===== src/rtl/olm_pkg.sv =====
package olm_pkg;

    typedef enum logic [1:0] {
        OP_INIT     = 2'd0,
        OP_EXTEND   = 2'd1,
        OP_COMPLETE = 2'd2,
        OP_RSVD     = 2'd3
    } olm_op_e;

    typedef enum logic [1:0] {
        ST_IDLE  = 2'd0,
        ST_ACCUM = 2'd1,
        ST_EMIT  = 2'd2
    } olm_state_e;

    // control captured when a step is taken
    typedef struct packed {
        logic emit;      // step produces a visible digit
        logic was_init;  // step came from an initialise command
    } olm_step_ctl_t;

    function automatic logic op_is_step(input olm_op_e op);
        return op != OP_RSVD;
    endfunction

    function automatic logic op_zeroes_digits(input olm_op_e op);
        return op == OP_COMPLETE;
    endfunction

endpackage


===== src/rtl/olm_operand_bank.sv =====
module olm_operand_bank #(
    parameter int K    = 8,
    parameter int DIGS = 8,
    parameter int IW   = 4
)(
    input  logic                clk,
    input  logic                rst,
    input  logic                clr,
    input  logic                wr_y,
    input  logic                wr_x,
    input  logic [IW-1:0]       wr_idx,
    input  logic signed [K-1:0] y_in,
    input  logic signed [K-1:0] x_in,
    input  logic [IW-1:0]       rd_idx,
    output logic signed [K-1:0] x_rd,
    output logic signed [K-1:0] y_rd
);
    localparam int AW = (DIGS > 1) ? $clog2(DIGS) : 1;

    logic [DIGS-1:0][K-1:0] x_vec;
    logic [DIGS-1:0][K-1:0] y_vec;
    logic [AW-1:0]          rd_sel;

    for (genvar g = 0; g < DIGS; g++) begin : g_cell
        logic [K-1:0] x_cell;
        logic [K-1:0] y_cell;
        logic         hit;

        assign hit = (wr_idx == IW'(g));

        always_ff @(posedge clk) begin
            if (rst) begin
                x_cell <= '0;
                y_cell <= '0;
            end else begin
                // a new y digit may land in the same cycle as a clear
                if (wr_y && hit)
                    y_cell <= y_in;
                else if (clr)
                    y_cell <= '0;
                if (clr)
                    x_cell <= '0;
                else if (wr_x && hit)
                    x_cell <= x_in;
            end
        end

        assign x_vec[g] = x_cell;
        assign y_vec[g] = y_cell;
    end

    assign rd_sel = rd_idx[AW-1:0];

    always_comb begin
        if (rd_idx < IW'(DIGS)) begin
            x_rd = $signed(x_vec[rd_sel]);
            y_rd = $signed(y_vec[rd_sel]);
        end else begin
            x_rd = '0;
            y_rd = '0;
        end
    end

endmodule


===== src/rtl/olm_term_gen.sv =====
module olm_term_gen #(
    parameter int K    = 8,
    parameter int DIGS = 8,
    parameter int IW   = 4,
    parameter int PW   = 90
)(
    input  logic signed [K-1:0]  x_new,
    input  logic signed [K-1:0]  y_new,
    input  logic signed [K-1:0]  x_old_m,
    input  logic signed [K-1:0]  y_m,
    input  logic [IW-1:0]        pos,
    output logic signed [PW-1:0] term
);
    localparam int EW  = 2 * K + 2;
    localparam int SHW = $clog2(K * DIGS + 1);

    logic signed [EW-1:0] xn_e, yn_e, xo_e, ym_e;
    logic signed [EW-1:0] psum;
    logic signed [PW-1:0] pext;
    logic [SHW-1:0]       shamt;

    always_comb begin
        xn_e = {{(K+2){x_new[K-1]}},   x_new};
        yn_e = {{(K+2){y_new[K-1]}},   y_new};
        xo_e = {{(K+2){x_old_m[K-1]}}, x_old_m};
        ym_e = {{(K+2){y_m[K-1]}},     y_m};
        // row element plus column element at bank position pos
        psum = (xn_e * ym_e) + (yn_e * xo_e);
        pext = {{(PW-EW){psum[EW-1]}}, psum};
        if (pos < IW'(DIGS))
            shamt = SHW'(K * (DIGS - 1 - int'(pos)));
        else
            shamt = '0;
        term = pext <<< shamt;
    end

endmodule


===== src/rtl/olm_digit_pick.sv =====
module olm_digit_pick #(
    parameter int K    = 8,
    parameter int DIGS = 8,
    parameter int PW   = 90
)(
    input  logic signed [PW-1:0] res_in,
    output logic signed [K:0]    digit,
    output logic signed [PW-1:0] next_res
);
    localparam int              FB   = K * (DIGS + 2);
    localparam int              MW   = PW - FB;
    localparam logic [PW-1:0]   HALF = PW'(1) << (FB - 1);

    logic                 neg;
    logic [PW-1:0]        mag;
    logic [PW-1:0]        rnd;
    logic [MW-1:0]        dmag;
    logic signed [MW-1:0] dsg;
    logic signed [PW-1:0] dext;
    logic signed [PW-1:0] rem;

    always_comb begin
        neg  = res_in[PW-1];
        mag  = neg ? $unsigned(-res_in) : $unsigned(res_in);
        rnd  = mag + HALF;                  // round half away from zero
        dmag = rnd[PW-1:FB];
        dsg  = neg ? -$signed(dmag) : $signed(dmag);
        digit = $signed(dsg[K:0]);
        dext = {{(PW-MW){dsg[MW-1]}}, dsg};
        rem  = res_in - (dext <<< FB);
        next_res = rem <<< K;               // walk one digit upward
    end

endmodule


===== src/rtl/olm_mul.sv =====
module olm_mul
    import olm_pkg::*;
#(
    parameter int K    = 8,
    parameter int DIGS = 8
)(
    input  logic                clk,
    input  logic                rst,
    input  logic                cmd_valid,
    input  logic [1:0]          cmd_op,
    input  logic signed [K-1:0] x_dig,
    input  logic signed [K-1:0] y_dig,
    output logic                busy,
    output logic                res_valid,
    output logic signed [K:0]   res_dig,
    output logic                ovf_err
);
    localparam int IW = $clog2(DIGS + 1);
    localparam int PW = K * (DIGS + 3) + 2;

    olm_state_e           state;
    olm_step_ctl_t        ctl;
    logic [IW-1:0]        step;
    logic [IW-1:0]        pos;
    logic signed [K-1:0]  x_hold, y_hold;
    logic signed [PW-1:0] resid;

    olm_op_e              op_in;
    logic                 take, restart, full, start, reject;
    logic [IW-1:0]        base_step;
    logic signed [K-1:0]  x_eff, y_eff;

    logic [IW-1:0]        bank_wr_idx;
    logic signed [K-1:0]  bank_x_rd, bank_y_rd;
    logic signed [PW-1:0] term;
    logic signed [K:0]    pick_digit;
    logic signed [PW-1:0] pick_next;

    always_comb begin
        op_in     = olm_op_e'(cmd_op);
        take      = (state == ST_IDLE) && cmd_valid && op_is_step(op_in);
        restart   = (op_in == OP_INIT) && !ctl.was_init;
        base_step = restart ? '0 : step;
        full      = (base_step >= IW'(DIGS));
        start     = take && !full;
        reject    = take && full;
        x_eff     = op_zeroes_digits(op_in) ? '0 : x_dig;
        y_eff     = op_zeroes_digits(op_in) ? '0 : y_dig;
        bank_wr_idx = (state == ST_EMIT) ? step : base_step;
    end

    olm_operand_bank #(.K(K), .DIGS(DIGS), .IW(IW)) i_bank (
        .clk    (clk),
        .rst    (rst),
        .clr    (start && restart),
        .wr_y   (start),
        .wr_x   (state == ST_EMIT),
        .wr_idx (bank_wr_idx),
        .y_in   (y_eff),
        .x_in   (x_hold),
        .rd_idx (pos),
        .x_rd   (bank_x_rd),
        .y_rd   (bank_y_rd)
    );

    olm_term_gen #(.K(K), .DIGS(DIGS), .IW(IW), .PW(PW)) i_term (
        .x_new   (x_hold),
        .y_new   (y_hold),
        .x_old_m (bank_x_rd),
        .y_m     (bank_y_rd),
        .pos     (pos),
        .term    (term)
    );

    olm_digit_pick #(.K(K), .DIGS(DIGS), .PW(PW)) i_pick (
        .res_in   (resid),
        .digit    (pick_digit),
        .next_res (pick_next)
    );

    always_ff @(posedge clk) begin
        if (rst) begin
            state     <= ST_IDLE;
            ctl       <= '0;
            step      <= '0;
            pos       <= '0;
            x_hold    <= '0;
            y_hold    <= '0;
            resid     <= '0;
            res_valid <= 1'b0;
            res_dig   <= '0;
            ovf_err   <= 1'b0;
        end else begin
            res_valid <= 1'b0;
            ovf_err   <= 1'b0;
            case (state)
                ST_IDLE: begin
                    if (reject) begin
                        ovf_err <= 1'b1;
                    end else if (start) begin
                        state        <= ST_ACCUM;
                        pos          <= '0;
                        step         <= base_step;
                        x_hold       <= x_eff;
                        y_hold       <= y_eff;
                        ctl.emit     <= (op_in != OP_INIT);
                        ctl.was_init <= (op_in == OP_INIT);
                        if (restart)
                            resid <= '0;
                    end
                end
                ST_ACCUM: begin
                    resid <= resid + term;
                    if (pos == step)
                        state <= ST_EMIT;
                    else
                        pos <= pos + 1'b1;
                end
                ST_EMIT: begin
                    resid     <= pick_next;
                    step      <= step + 1'b1;
                    res_valid <= ctl.emit;
                    res_dig   <= pick_digit;
                    state     <= ST_IDLE;
                end
                default: state <= ST_IDLE;
            endcase
        end
    end

    assign busy = (state != ST_IDLE);

endmodule


===== config.mk =====
export PLATFORM = sky130hd
export DESIGN_NAME = olm_mul
export DESIGN_NICKNAME = d
export VERILOG_FILES = /design/src/rtl/olm_pkg.sv /design/src/rtl/olm_operand_bank.sv /design/src/rtl/olm_term_gen.sv /design/src/rtl/olm_digit_pick.sv /design/src/rtl/olm_mul.sv
export SDC_FILE = /design/constraint.sdc
export NUM_CORES = 1
export LEC_CHECK = 0
export BUFFER_PORTS_ARGS = -buffer_cell sky130_fd_sc_hd__buf_2
export CAP_MARGIN = 40
export CORE_ASPECT_RATIO = 1.4
export CORE_MARGIN = 2
export CORE_UTILIZATION = 55
export DETAILED_ROUTE_END_ITERATION = 8
export PLACE_DENSITY = 0.71
export SETUP_SLACK_MARGIN = 0.3
export SYNTH_ARGS = -nofsm -noshare
export SYNTH_HDL_FRONTEND = slang
export SYNTH_SLANG_ARGS = --single-unit

===== constraint.sdc =====
create_clock -name clk -period 19.9 [get_ports clk]
set_input_delay 0.995 -clock clk [delete_from_list [all_inputs] [get_ports clk]]
set_output_delay 0.995 -clock clk [all_outputs]
set_load 0.02 [all_outputs]

**After elaboration in Yosys (flattened, before gate mapping)**

Index checks and enable logic that the tools add are counted.

- Bits in registers: 257
- Input bits: 21
- Output and inout bits: 12
- Word-level logic and storage cells: 148

- Add/sub/neg operators: 9
- Multipliers: 2
- $lt $le $gt $ge: 3
- Eq/ne operators: 17
- Shift-type cells: 1
- Muxes and demuxes: 38
- Bitwise gates (word level): 3
- Reductions and logical operators: 48

Operators by type and width:

| kind | count |
|---|---|
| 90-bit 2-to-1 mux | 3 |
| 90-bit case mux with 3 select lines | 1 |
| 8-bit 2-to-1 mux | 15 |
| 90-bit adder | 1 |
| 18-bit by 7-bit <<< shifter with 90-bit output | 1 |
| 89-bit by 80-bit adder with 89-bit output, second input constant | 1 |
| 89-bit 2-to-1 mux | 1 |
| 89-bit negation | 1 |
| 82-bit subtractor | 1 |
| 8-bit binary-select mux with 3-bit select | 2 |
| 8-bit by 8-bit multiplier with 16-bit output | 2 |
| 4-bit 2-to-1 mux | 7 |
| 2-bit nonzero test | 12 |
| 1-bit logical AND | 22 |
| 16-bit by 16-bit adder with 17-bit output | 1 |
| 4-bit by 3-bit == test with 1-bit output, second input constant | 4 |
| 4-bit case mux with 2 select lines | 2 |
| 2-bit inequality test, second input constant | 5 |
| 9-bit 2-to-1 mux | 1 |
| 9-bit negation | 1 |
| 3-bit AND reduction | 3 |
| 4-bit by 1-bit adder with 4-bit output, second input constant | 2 |
| 4-bit by 2-bit == test with 1-bit output, second input constant | 2 |
| 4-bit AND reduction | 2 |
| other kinds (19) | 28 |

**Logic depth before layout (Yosys ltp)**

Gate-level depths: netlist of the first run.

- Depth in word-level cells: 9
- Depth in mapped cells: 42

**Hierarchy**

Synthesis of the first run repeated with hierarchy kept, for this count alone.

- Cell total of the unflattened synthesis: 3244
- Area total of the unflattened synthesis: 25474.4 sq um

By module, submodules not included:

| module | instances | cells each | area an instance (sq um) | sequential area each (sq um) |
|---|---|---|---|---|
| olm_mul | 1 | 1464 | 10816.6 | 2582.5 |
| olm_operand_bank | 1 | 764 | 6525.0 | 2562.5 |
| olm_term_gen | 1 | 759 | 6379.9 | 0.0 |
| olm_digit_pick | 1 | 257 | 1752.9 | 0.0 |

**Least setup slack after synthesis of the first run**

No wires, ideal clock.

- Path type: reg-to-reg
- Start point: register pos[0]
- End point: register resid[84]
- Library setup time: 0.120 ns
- Arrival: 10.724 ns
- Slack: 9.057 ns
- Stages on the path, launching flop included: 40
- Period minus slack after synthesis: 10.843 ns
- Path through: dfxtp_1 -> buf_1 -> buf_2 -> clkbuf_1 -> mux4_2 -> mux2i_1 -> nor2_1 -> and2_1 -> inv_1 -> fa_1 -> fa_1 -> inv_1 -> fa_1 -> fa_1 -> fa_1 -> inv_1 -> fa_1 -> inv_1 -> (+4 left out) -> nand2_1 -> o41ai_1 -> xnor2_1 -> inv_1 -> o21ai_1 -> a21oi_1 -> ha_1 -> clkbuf_1 -> nand3_1 -> or3_1 -> nor3_2 -> a211oi_2 -> o211ai_2 -> nor4_2 -> o41ai_2 -> a21o_2 -> nor2_1 -> a211o_1

- Cells in the longest elaborated chain, start to end: 8

Ends and longest elaborated chain:

| item | RTL line | RTL |
|---|---|---|
| from (decl) | olm_mul.sv:24 | `logic [IW-1:0] pos;` |
| from (signal assigned) | olm_mul.sv:117 | `pos <= pos + 1'b1;` |
| 8-bit binary-select mux with 3-bit select (on tied branches) | olm_operand_bank.sv:57, olm_operand_bank.sv:56 |  |
| 8-bit 2-to-1 mux (on tied branches) | olm_operand_bank.sv:57, olm_operand_bank.sv:56 |  |
| 8-bit 2-to-1 mux | olm_operand_bank.sv:55 | `if (rd_idx < IW'(DIGS)) begin` |
| 8-bit by 8-bit multiplier with 16-bit output | olm_term_gen.sv:28 | `psum = (xn_e * ym_e) + (yn_e * xo_e);` |
| 16-bit by 16-bit adder with 17-bit output | olm_term_gen.sv:28 |  |
| 18-bit by 7-bit <<< shifter with 90-bit output (*) | olm_term_gen.sv:34 | `term = pext <<< shamt;` |
| 90-bit adder (*) | olm_mul.sv:113 | `resid <= resid + term;` |
| 90-bit case mux with 3 select lines (*) | olm_mul.sv:96 | `case (state)` |
| to (signal assigned) | olm_mul.sv:113 |  |
| to (signal assigned) | olm_mul.sv:120 | `resid <= pick_next;` |
| to (decl) | olm_mul.sv:26 | `logic signed [PW-1:0] resid;` |

Mark *: on every way between the ends. The rest lies on a longest branch, timed or not. The select of a mux whose other input is x is not followed.
A chain may end at the register's enable or synchronous reset.

**Worst setup path in the final report of the first run**

- Start point: register pos[0]
- End point: register resid[85]

The elaborated chain is that of the path after synthesis.

==> results of run 1 <==
## layer usage
layer	wire length [um]	share of wire
met1	28400	0.37
met2	37400	0.48
met3	5240	0.068
met4	6230	0.081
met5	0	0
## cell type report
class | instances | area, um2
Antenna cell | 2 | 5.00
Sequential cell | 257 | 5150
Tap cell | 546 | 683
Multi-Input combinational cell | 2309 | 16900
Clock buffer | 36 | 822
Timing Repair Buffer | 78 | 531
Fill cell | 3941 | 17200
Clock inverter | 18 | 189
Inverter | 210 | 788
## synthesized netlist by cell type (13+ instances only)
| cell | number | area, um2 |
|---|---|---|
| nor2_1 | 328 | 1230 |
| nand2_1 | 289 | 1080 |
| a21oi_1 | 275 | 1380 |
| dfxtp_1 | 257 | 5140 |
| inv_1 | 210 | 788 |
| ha_1 | 150 | 1880 |
| clkbuf_1 | 146 | 548 |
| fa_1 | 145 | 2900 |
| o21ai_0 | 133 | 666 |
| a22oi_1 | 129 | 968 |
| nand3_1 | 97 | 485 |
| xnor2_1 | 84 | 736 |
| a21o_1 | 83 | 623 |
| and2_1 | 83 | 519 |
| xor2_1 | 47 | 412 |
| nand4_1 | 36 | 225 |
| a31oi_1 | 34 | 213 |
| mux4_2 | 32 | 721 |
| nor3_1 | 30 | 150 |
| nor4_1 | 28 | 175 |
| mux2i_1 | 25 | 250 |
| and3_1 | 21 | 131 |
| o21bai_1 | 21 | 158 |
| buf_1 | 20 | 75.1 |
| a211oi_1 | 16 | 120 |
| buf_2 | 15 | 75.1 |
| o21a_1 | 15 | 113 |
| a222oi_1 | 14 | 140 |
| o22ai_1 | 14 | 87.6 |
| a21boi_0 | 13 | 97.6 |
## kinds of logic (layout without fill, tap and decap cells)
family                   Yosys count  after routing
XOR/XNOR                         132            132
other                              0              2
AND/OR/NAND/NOR                  986            986
buffers and inverters            403            342
flip-flops                       257            257
adder cells (fa/ha/maj)          295            295
multiplexers                      58             58
AO/OA/AOI/OAI                    838            838
## per-stage QoR
step	util	setup WS, ns	cell area, um2
floorplan	-	9.06	23600
global placement	0.568	7.84	24000
CTS	0.593	7.78	25100
finish	0.593	7.74	25100
detailed placement	0.569	7.83	24100
global route	0.593	7.17	25100
## path summary, 6_finish.rpt
kind,startpoint,to,slack [ns],cells past startpoint
worst max register to register,pos[0],resid[85],7.74,39
worst max-delay path,pos[0],resid[85],7.74,39
worst min register to register,i_bank.g_cell[7].x_cell[3],i_bank.g_cell[7].x_cell[3],0.46,2
worst min-delay path,i_bank.g_cell[7].x_cell[3],i_bank.g_cell[7].x_cell[3],0.46,2
## power groups by stage
stage | registers [mW] | logic, mW | clock network (mW)
5_1_grt | 0.564 | 0.598 | 0.592
6_report | 0.562 | 0.554 | 0.562
4_1_cts | 0.561 | 0.542 | 0.569
3_5_place_dp | 0.573 | 0.539 | 0
3_3_place_gp | 0.572 | 0.532 | 0
2_1_floorplan | 0.553 | 0.379 | 0
## cell usage in the layout, fill, tap and decap left out, types with 13 or more instances in the layout
cell,synthesis,routed
nand4_1,36,36
mux4_2,32,32
and2_1,83,83
xnor2_1,84,84
xor2_1,47,47
o22ai_1,14,14
a21o_1,83,82
a22oi_1,129,129
nor2_1,328,327
and3_1,21,21
a222oi_1,14,14
nand3_1,97,97
o21bai_1,21,21
buf_4,1,42
mux2i_1,25,25
a21oi_1,275,274
ha_1,150,149
a21boi_0,13,13
nand2_1,289,289
a211oi_1,16,16
buf_2,15,33
inv_1,210,210
o21a_1,15,15
clkbuf_16,0,29
nor3_1,30,28
o21ai_0,133,133
dfxtp_1,257,255
nor4_1,28,27
a31oi_1,34,34
fa_1,145,145
## worst max-delay path, delay by kind of cell, from the launching register on
kind | cells | cell delay, ns
and+or+nand+nor | 6 | 1.32
muxes | 2 | 0.79
buffers and inverters | 8 | 1.13
DFF | 1 | 0.75
AOI/OAI and AO/OA | 13 | 3.82
xor gates and xnor gates | 2 | 0.30
adders and majority gates | 8 | 3.87
## sequential cells by signal, indices dropped and copies added (netlist names)
signal and flops:
step 4, x_hold 8, state 2, pos 4, res_dig 9, i_bank.g_cell.x_cell 64
ovf_err 1, res_valid 1, i_bank.g_cell.y_cell 64, ctl 2, resid 90, y_hold 8
==> metrics.yaml, run 1 <==
netlist_area_mm2: 0.0236
synth-simple-area-share: 0.193
drive_gt1_frac: 0.0767
start_kind: "register"
start_util: 0.558
dieArea_mm2: 0.0447
fin_cells: 3456
antenna_found_initial: 1
use_met2: 0.591
rsz0062_at_grt: "false"
setup-tns-final_ns: 0
grt_max_degree: 70
synth_mux_area_frac: 0.0416
synth-xor-area-share: 0.0495
gp_congestion: 0.968
synthAdderAreaFrac: 0.202
cp.required_ns: 20.36
drc: 0
crit_fanout: 22
area_growth_pct: 6.22
power.internal_mw: 1.01
routed_wl_mm: 77.2
synth_edf_count: 0
end_kind: "register"
post_cts_buffers: 0
syn_area_per_cell_um2: 7.96
firstDrtPassIters: 6
skew_ns: 0.0161
clock.fmax_mhz: 82.3
die_w_um: 179
finalSetupViolCount: 0
async_reset_ff_frac: 0
cts_root_buf: "clkbuf_16"
rows: 89
grtUsageMet3: 0.0459
ant_nets: 0
hold_path.class: "register to register"
p_per_area_mw_per_mm2: 66.9
power_mw: 1.68
wire_per_inst_um: 22.3
cts.repair.resized: 0
clock_sinks: 257
pin_count: 33
status: "finished clean"
peakVddDrop_v: 0.000103
hold-worst-slack_ns: 0.455
port_buffers: 32
coreArea_mm2: 0.0423
first_iter_violations: 1985
num_vias: 22243
placedCellCount: 3400
clockPowerShare: 0.335
slew_viol_final: 0
syn_nets: 3285
via_per_inst: 6.44
cts_max_level: 1
critPathKind: "register to register"
critPathSlowestCell: "dfxtp_2"
period_needed_ns: 12.16
tritoncts: "yes"
nets: 3201
ys_types: 94
ctsHoldBuffers: 0
cp_slowest_stage_delay_ns: 0.75
clkTransAtPathRegs_ns: 0.06
first_global_vias: 22539
syn_inst: 2969
grt-busiest-layer: "met2"
synth-compound-area-share: 0.229
ys_seq_area_frac: 0.218
p_seq_frac: 0.335
clk_path_buf_depth: 3
die_h_um: 249
synth_top_family_by_area: "compound AO/OA/AOI/OAI gates"
worstMarginPinSlew_ns: 0.928
cts_inserted_buffers: 29
synth_top_flop_cell: "dfxtp_1"
min_period_over_period: 0.611
grt_usage: 0.346
clock_latency_ns: 0.60
hpwl_mm: 58.8
yosysWarningCount: 0
drv_cap: 0
use_met1: 0.401
maxSlewHeadroom: 0.382
cp.arrival_ns: 12.62
hold_viol: 0
synth-seq-cells: 257
path_common_cell: "fa_1"
p_leak_nw: 10.7
p_sw_mw: 0.670
grt.overflow.total: 0
grt_pass1_wl_mm: 122
p_comb_frac: 0.330
p_sw_frac: 0.399
Power figures use the tool's default switching activity.
==> run 2: changes to the inputs <==
--- a/config.mk
+++ b/config.mk
@@ -11,7 +11,7 @@
 export CORE_MARGIN = 2
 export CORE_UTILIZATION = 55
 export DETAILED_ROUTE_END_ITERATION = 8
-export PLACE_DENSITY = 0.71
+export PLACE_DENSITY = 0.74
 export SETUP_SLACK_MARGIN = 0.3
 export SYNTH_ARGS = -nofsm -noshare
 export SYNTH_HDL_FRONTEND = slang
==> constraint.sdc (replaced) <==
create_clock -name clk -period 9.79 [get_ports clk]
set_input_delay 0.4895 -clock clk [delete_from_list [all_inputs] [get_ports clk]]
set_output_delay 0.4895 -clock clk [all_outputs]
set_load 0.02 [all_outputs]
==> metrics.yaml, run 2 (same netlist as run 1, synthesis figures left out) <==
status: "finished with violations"
violations: "negative setup slack"
clkTransAtPathRegs_ns: 0.06
hpwl_mm: 62.9
cp_top_family: "adder cells"
r2r_setup_slack_ns: -0.13
worstMarginPinSlew_ns: 0.949
clk_path_buf_depth: 3
placed_cell_area_mm2: 0.0274
whs_path_depth: 3
r2r_cells: 41
coreArea_mm2: 0.0423
num_vias: 25549
grt_max_degree: 98
period_needed_ns: 9.92
path_common_cell: "fa_1"
drc: 0
grt_pass1_wl_mm: 135
grt.overflow.total: 0
min_period_over_period: 1.01
die_h_um: 249
num-fill-cells: 3017
first_iter_violations: 2748
grt_usage: 0.381
cp.required_ns: 10.23
clock_latency_ns: 0.59
pin_count: 33
tritoncts: "yes"
min_from: "x_dig[3]"
end_kind: "register"
firstDrtPassIters: 7
num_antenna_cells: 0
die_w_um: 179
p_per_area_mw_per_mm2: 117
drive_gt1_frac: 0.309
drv_cap: 0
slew_viol_final: 0
start_kind: "register"
cts_max_level: 1
clock_sinks: 257
layout_common_cells: "538 x buf_4, 299 x nor2_1, 267 x nand2_1"
rows: 89
critPathSlowestCell: "fa_1"
skew_ns: 0.0267
finalSetupViolCount: 16
maxSlewHeadroom: 0.361
nets: 3746
peakVddDrop_v: 0.000137
area_growth_pct: 32.8
largest_register: "resid"
final_common_cell: "buf_4"
cts_inserted_buffers: 27
crit_fanout: 8
largest_registers: "resid: 90 flops, i_bank.g_cell.x_cell: 64 flops, i_bank.g_cell.y_cell: 64 flops"
layout_setup_ws_ns: -0.133
first_global_vias: 25605
port_buffers: 32
cp.arrival_ns: 10.37
hold_viol: 0
largest_reg_flops: 90
via_per_inst: 6.40
reg2reg_to: "resid[61]"
reg2reg_from: "pos[0]"
ant_nets: 0
critPathKind: "register to register"
routed_wl_mm: 89.3
wire_per_inst_um: 22.4
hold-worst-slack_ns: 0.167
clock.fmax_mhz: 101
antenna_found_initial: 2
whs_endpoint: "x_hold[3]"
final_cell_area_mm2: 0.0314
crit_buf_inv: 9
hold_path.class: "primary input to register"
post-place-ws_ns: -0.934
p_leak_nw: 13.8
dieArea_mm2: 0.0447
gp_congestion: 1.03
cts_root_buf: "clkbuf_16"
cp_slowest_stage_delay_ns: 0.55
rsz0062_at_grt: "true"
start_util: 0.558
setup-tns-final_ns: -0.829
==> run 2: cell count changes in the layout (fill, tap and decap cells not counted), sizes merged <==
cell | before | now
clkinvlp | 3 | 0
buf | 77 | 624
bufbuf | 0 | 1
clkdlybuf4s15 | 1 | 0
diode | 2 | 0
bufinv | 2 | 3
clkinv | 11 | 1
inv | 212 | 211
clkbuf | 36 | 42
==> run 2: power by group <==
group | switching (mW) | internal [mW] | total, mW
logic | 0.948 | 0.529 | 1.48
clock network | 0.457 | 0.627 | 1.08
registers | 0.0469 | 1.08 | 1.12
==> run 2: worst reg2reg max path, delay by kind of cell (launching register included) <==
kind                       cells  cell delay, ns
AOI/OAI and AO/OA             10            2.47
DFF                            1            0.42
and+or+nand+nor               10            1.36
adders and majority gates      8            3.50
xor gates and xnor gates       2            0.28
muxes                          2            0.81
buffers and inverters          9            0.96
==> run 2: area by class of cell <==
cell class,instances,area [um2],area share
repair buffers,625,4930,0.157
well taps,546,683,0.0218
clock inverters,5,115,0.00367
inverters,210,793,0.0253
multi-input cells,2309,18900,0.603
flip-flops and latches,257,5150,0.164
clock buffers,42,782,0.0249
==> run 2: how the worst max path moves through the flow <==
| stage | from | endpoint | slack, ns | depth (start not counted) |
|---|---|---|---|---|
| 6_report | pos[0] | resid[61] | -0.13 | 41 |
| 5_1_grt | pos[0] | resid[61] | -0.36 | 42 |
| 4_1_cts | pos[0] | resid[62] | 0.20 | 40 |
| 3_5_place_dp | pos[0] | resid[85] | -0.93 | 38 |
| 3_3_place_gp | pos[1] | resid[85] | -0.84 | 37 |
| 2_1_floorplan | pos[1] | resid[82] | 0.33 | 40 |
==> run 2: timing repair <==
item	4_1_cts	5_1_grt
setup endpoints to repair	68	68
pin swaps	183	133
buffers inserted	71	46
gates resized for setup	320	200
hold buffers	0	0
cloned	1	0
hold endpoints to repair	0	0
==> run 2: routing by layer <==
metal / vias to the layer above / wire length [um] / global-route usage
li1: 11318 / - / -
met3: 522 / 7650 / 0.0592
met2: 1566 / 42600 / 0.634
met5: - / 13 / 0
met1: 12141 / 31000 / 0.438
met4: 2 / 8090 / 0.283
==> run 2: through the flow <==
stage,std cells,power (mW),util
floorplan,2969,1.90,-
global placement,3825,2.39,0.647
detailed placement,3828,2.42,0.647
CTS,3947,3.57,0.715
global route,3994,3.80,0.742
finish,3994,3.69,0.742
